==> src/rtl/trib_cnt_pkg.sv <==
package trib_cnt_pkg;
  localparam int BYTE_W     = 8;
  localparam int N_WIDE     = 2;
  localparam int IDX_BIP    = 0;
  localparam int IDX_REI    = 1;
  // host byte offsets
  localparam int OFS_BIP_LO = 0;
  localparam int OFS_BIP_HI = 1;
  localparam int OFS_REI_LO = 2;
  localparam int OFS_SHARED = 3;
endpackage

==> src/rtl/trib_live_cnt.sv <==
module trib_live_cnt #(
  parameter int W = 12
) (
  input  logic         clk,
  input  logic         rst,
  input  logic         evt_i,
  input  logic         restart_i,
  output logic [W-1:0] cnt_o
);
  localparam logic [W-1:0] CNT_MAX = '1;

  always_ff @(posedge clk) begin
    if (rst) begin
      cnt_o <= '0;
    end else if (restart_i) begin
      cnt_o <= {{(W-1){1'b0}}, evt_i};
    end else if (evt_i && (cnt_o != CNT_MAX)) begin
      cnt_o <= cnt_o + 1'b1;
    end
  end
endmodule

==> src/rtl/trib_hold_slice.sv <==
module trib_hold_slice #(
  parameter int W = 8
) (
  input  logic         clk,
  input  logic         rst,
  input  logic         load_i,
  input  logic [W-1:0] load_val_i,
  input  logic         clr_i,
  output logic [W-1:0] q_o
);
  // a fresh snapshot wins over a read-clear in the same cycle
  always_ff @(posedge clk) begin
    if (rst) begin
      q_o <= '0;
    end else if (load_i) begin
      q_o <= load_val_i;
    end else if (clr_i) begin
      q_o <= '0;
    end
  end
endmodule

==> src/rtl/trib_event_counters.sv <==
module trib_event_counters
  import trib_cnt_pkg::*;
#(
  parameter int WIDE_W = 12,
  parameter int PTR_W  = 4,
  parameter int ADDR_W = 4
) (
  input  logic              clk,
  input  logic              rst,
  input  logic              bip_err_i,
  input  logic              rei_evt_i,
  input  logic              ptr_dec_i,
  input  logic              latch_ctl_i,
  input  logic              rd_en_i,
  input  logic [ADDR_W-1:0] rd_addr_i,
  output logic [7:0]        rd_data_o
);
  localparam int HI_W = WIDE_W - BYTE_W;
  localparam int SH_W = PTR_W + HI_W;

  // snapshot edge detect
  logic latch_q;
  logic latch_edge;
  always_ff @(posedge clk) begin
    if (rst) latch_q <= 1'b0;
    else     latch_q <= latch_ctl_i;
  end
  assign latch_edge = latch_ctl_i & ~latch_q;

  // address decode
  logic sel_bip_lo, sel_bip_hi, sel_rei_lo, sel_shared;
  assign sel_bip_lo = (rd_addr_i == ADDR_W'(OFS_BIP_LO));
  assign sel_bip_hi = (rd_addr_i == ADDR_W'(OFS_BIP_HI));
  assign sel_rei_lo = (rd_addr_i == ADDR_W'(OFS_REI_LO));
  assign sel_shared = (rd_addr_i == ADDR_W'(OFS_SHARED));

  logic [N_WIDE-1:0] wide_evt, clr_lo, clr_hi;
  assign wide_evt = {rei_evt_i, bip_err_i};
  assign clr_lo   = {rd_en_i & sel_rei_lo, rd_en_i & sel_bip_lo};
  assign clr_hi   = {rd_en_i & sel_shared, rd_en_i & sel_bip_hi};

  logic [WIDE_W-1:0] wide_live [N_WIDE];
  logic [BYTE_W-1:0] hold_lo   [N_WIDE];
  logic [HI_W-1:0]   hold_hi   [N_WIDE];

  for (genvar g = 0; g < N_WIDE; g++) begin : g_wide
    trib_live_cnt #(.W(WIDE_W)) u_live (
      .clk       (clk),
      .rst       (rst),
      .evt_i     (wide_evt[g]),
      .restart_i (latch_edge),
      .cnt_o     (wide_live[g])
    );
    trib_hold_slice #(.W(BYTE_W)) u_lo (
      .clk        (clk),
      .rst        (rst),
      .load_i     (latch_edge),
      .load_val_i (wide_live[g][BYTE_W-1:0]),
      .clr_i      (clr_lo[g]),
      .q_o        (hold_lo[g])
    );
    trib_hold_slice #(.W(HI_W)) u_hi (
      .clk        (clk),
      .rst        (rst),
      .load_i     (latch_edge),
      .load_val_i (wide_live[g][WIDE_W-1:BYTE_W]),
      .clr_i      (clr_hi[g]),
      .q_o        (hold_hi[g])
    );
  end

  logic [PTR_W-1:0] ptr_live, ptr_q;
  trib_live_cnt #(.W(PTR_W)) u_ptr_live (
    .clk       (clk),
    .rst       (rst),
    .evt_i     (ptr_dec_i),
    .restart_i (latch_edge),
    .cnt_o     (ptr_live)
  );
  trib_hold_slice #(.W(PTR_W)) u_ptr_hold (
    .clk        (clk),
    .rst        (rst),
    .load_i     (latch_edge),
    .load_val_i (ptr_live),
    .clr_i      (clr_hi[IDX_REI]),
    .q_o        (ptr_q)
  );

  // flat views for the checker
  logic [WIDE_W-1:0] bip_live, rei_live;
  logic [BYTE_W-1:0] bip_lo_q, rei_lo_q;
  logic [HI_W-1:0]   bip_hi_q, rei_hi_q;
  assign bip_live = wide_live[IDX_BIP];
  assign rei_live = wide_live[IDX_REI];
  assign bip_lo_q = hold_lo[IDX_BIP];
  assign rei_lo_q = hold_lo[IDX_REI];
  assign bip_hi_q = hold_hi[IDX_BIP];
  assign rei_hi_q = hold_hi[IDX_REI];

  // read mux and registered output
  logic [BYTE_W-1:0] rd_mux;
  always_comb begin
    rd_mux = '0;
    if (sel_bip_lo)      rd_mux = bip_lo_q;
    else if (sel_bip_hi) rd_mux = BYTE_W'(bip_hi_q);
    else if (sel_rei_lo) rd_mux = rei_lo_q;
    else if (sel_shared) rd_mux = BYTE_W'({ptr_q, rei_hi_q});
  end

  always_ff @(posedge clk) begin
    if (rst)          rd_data_o <= '0;
    else if (rd_en_i) rd_data_o <= rd_mux;
  end

  logic unused_sh;
  assign unused_sh = (SH_W > BYTE_W);
endmodule

==> config.mk <==
export PLATFORM = sky130hd
export DESIGN_NAME = trib_event_counters
export DESIGN_NICKNAME = d
export VERILOG_FILES = /design/src/rtl/trib_cnt_pkg.sv /design/src/rtl/trib_live_cnt.sv /design/src/rtl/trib_hold_slice.sv /design/src/rtl/trib_event_counters.sv
export SDC_FILE = /design/constraint.sdc
export NUM_CORES = 1
export LEC_CHECK = 0
export ABC_AREA = 1
export BUFFER_PORTS_ARGS = -buffer_cell sky130_fd_sc_hd__buf_2
export CAP_MARGIN = 20
export CORE_ASPECT_RATIO = 1.2
export CORE_MARGIN = 8
export CORE_UTILIZATION = 39
export DETAILED_ROUTE_END_ITERATION = 10
export PLACE_DENSITY = 0.55
export SLEW_MARGIN = 5
export SYNTH_ARGS = -nofsm -noshare
export SYNTH_HDL_FRONTEND = slang
export SYNTH_SLANG_ARGS = --single-unit
==> constraint.sdc <==
create_clock -name clk -period 1.9 [get_ports clk]
set_clock_uncertainty 0.1 [all_clocks]
set_input_delay 0.19 -clock clk [delete_from_list [all_inputs] [get_ports clk]]
set_output_delay 0.19 -clock clk [all_outputs]
set_load 0.005 [all_outputs]
==> results.md <==
- Status: finished clean
- DR vias/cell: 4.84
- Most frequent cell after synthesis: nand2_1
- DR iter-0 viols: 188
- # IOs: 19
- Layout cell share with drive strength beyond 1: 0.166
- Crit path time final: 1.68 ns
- Slew HR: 0.739
- Clock power share: 0.424
- Internal reg-to-reg setup slack: 0.22 ns
- WS Path Type: reg2reg
- Least-Margin Pin Slew: 0.389 ns
- Worst path cell trace: ha_1 -> nand2_2 -> nor2_4 -> nand3_4 -> nand2_4 -> inv_4 -> nand2_2 -> nand2_1 -> inv_2 -> nor2_1
- TritonRoute pass-1 iters: 4
- Die area: 0.0116 mm2
- Pint: approximately 0.0020 W
- Top FF cell, synth: dfxtp_1
- Dpl cell area: ~0.0035 mm2
- Clk buf depth: 2
- Switching share of power: 0.259
- CTS tree: done
- Total grt overflow: 0
- Clock Sinks: 65
- Initial Util: 0.404
- Initial antenna violation count: 0
- Die width: 99.9 um
- Synth cell count leaders: nand2_1 (150), dfxtp_1 (65), a21oi_1 (51), nor2_1 (39), nand3_1 (38)
- Fin util: 0.455
- Row cnt: 36
- Top cells by area, synth: dfxtp_1 (40%), nand2_1 (17%), a21oi_1 (7.8%)
- Area growth, synth to finish: 12.7%
- Gate Count Post-Synth: 467
- IO buf count: 18
- Crit-path max cell delay: around 0.43 ns
- Final routed DRC violation total: 0
- Yosys warning count: 0
- Place WS: 0.227 ns
- Crit path buffers/inverters: 2
- CP startpoint kind: flop
- Hold WC Path Type: in2reg
- Post-synth EDFFs: 0
- Synth area leader: dfxtp_1
- Combinational Power Share: 0.070
- Unrepaired setup endpoints after global routing: no
- CP max-delay cell: dfxtp_1
- Setup ws final: about 0.22 ns
- Final setup violation count: 0
- Register area share after synthesis: 0.395
- # resized after CTS: 0
- Clock latency on the worst-skew pair: 0.34 ns
- CP required: 2.03 ns
- Core box area: 0.00815 mm2
- Fillers: 860
- Crit-path max FO: 10
- Sw power: 0.000715 W
- Die Span Y: 117 um
- Worst ir drop on vdd: 0.340 mV
- CP most frequent cell: nand2_2
- CP top delay family: simple AND/OR/NAND/NOR gates
- Via count: 2946
- Post-route cell area: 0.00371 mm2
- Hold Vio Cnt, Final: 0
- Max-cap violation count: 0
- Leakage: 1.33 nW
- Nets: 504
- Routed length per instance: 13.3 um
- CTS root buffer: clkbuf_8
- Synth Cell Area: 0.00329 mm2
- Final Power: 0.00276 W
- Vias in the first global route: between 2000 and 3000
- Avg Inst Size Synth: 7.05 um2
- Total negative setup slack: 0 ns
- Post-Syn Nets: 481
- First-pass GRT wire length: 13900 um
- Slew Limit Fails: 0
- Period utilization: 0.885
- Fmax achieved: approximately 590 MHz
- Share of the synthesized area in the top cell type: 0.395
- Synth unique cells: 30
- GRT Resource Usage Total: 0.150
- ANT nets after route: 0
- Largest net degree at the start of global routing: 26
- Crit end category: flop
- Async SR Flop Fraction: 0
- Clock transition at path regs: 0.08 ns
- Worst EP arrival: 1.81 ns
- Post-DP HPWL: 5970 um
- Pwr dens: 745 mW/mm2
- Reg power frac: 0.506
- Total length of routed wires: 8090 um
- Placer's final routability congestion estimate: 0.870
- Num CTS Buffers: 9
- Synthesized flop and latch total: 65
- N_diodes: 0
- CTS H-tree lvls: 3
==> worst reg2reg max path, cell delays in order (launching register included) <==
cell,delay (ns)
dfxtp_1,0.43
ha_1,0.29
nand2_2,0.11
nor2_4,0.15
nand3_4,0.12
nand2_4,0.13
inv_4,0.08
nand2_2,0.05
nand2_1,0.05
inv_2,0.04
nor2_1,0.03
==> logic make-up after synthesis <==
family,count (synthesis),share of synthesized area
buffers and inverters,46,0.0635
and+or+nand+nor,276,0.395
AOI/OAI and AO/OA,67,0.108
DFF,65,0.395
xor gates and xnor gates,10,0.0266
adders and majority gates,3,0.0114
==> flip-flops by register name, summed over array words and instances (netlist names) <==
register and cells:
g_wide.u_hi.q_o 8, g_wide.u_live.cnt_o 24, g_wide.u_lo.q_o 16, latch_q 1
rd_data_o 8, u_ptr_hold.q_o 4, u_ptr_live.cnt_o 4
==> routing by layer <==
layer  vias up  track usage  part of all wire
met5         -            0                 0
li1       1564            -                 -
met4         0       0.0607             0.015
met2        57        0.242              0.47
met1      1315        0.193              0.47
met3        10       0.0274             0.048
==> what timing repair did <==
item | CTS | global route
buffers inserted | 0 | 0
hold buffers | 1 | 0
endpoints found under the hold margin | 1 | 0
endpoints found under the setup margin | 0 | 0
==> final cells by class <==
type / count / area (um2) / share of cell area
clock inverter: 6 / 68.8 / 0.0185
tap: 114 / 143 / 0.0384
inverter: 30 / 120 / 0.0324
multi-input combinational: 356 / 1780 / 0.480
timing repair buffer: 28 / 168 / 0.0452
clock buffer: 10 / 128 / 0.0344
sequential: 65 / 1300 / 0.351
==> power by group through the flow <==
stage	Clock [W]	Sequential [W]	Combinational [W]
floorplan	0	0.00143	0.000140
global placement	0	0.00143	0.000192
detailed placement	0	0.00143	0.000193
CTS	0.00120	0.00140	0.000196
global route	0.00126	0.00140	0.000221
finish	0.00117	0.00140	0.000194
==> per-stage QoR <==
stage,hold WS [ns],cells
after CTS,0.0489,609
after global placement,0.324,592
final,0.0578,609
after floorplan,0.224,467
after detailed placement,0.343,592
after global routing,0.0472,609
==> path summary, 6_finish.rpt <==
kind | start | depth (start not counted) | end
worst max-delay path | g_wide[0].u_live.cnt_o[1] | 10 | g_wide[0].u_live.cnt_o[6]
worst min-delay path | ptr_dec_i | 3 | u_ptr_live.cnt_o[0]
worst max register to register | g_wide[0].u_live.cnt_o[1] | 10 | g_wide[0].u_live.cnt_o[6]
worst min register to register | g_wide[0].u_lo.q_o[4] | 2 | g_wide[0].u_lo.q_o[4]
==> layout by cell type, fill, tap and decap left out, drive strengths merged, types with 4 or more instances in the layout <==
cell type  netlist  final
a21oi           54     54
nand2          164    164
inv             30     30
nand4           16     16
buf             11     27
clkinv           0      4
dfxtp           65     65
nand3           40     40
xor2             9      9
a21boi           4      4
o21ai            9      9
nor2            51     51
clkbuf           5     10
Power figures use the tool's default switching activity.
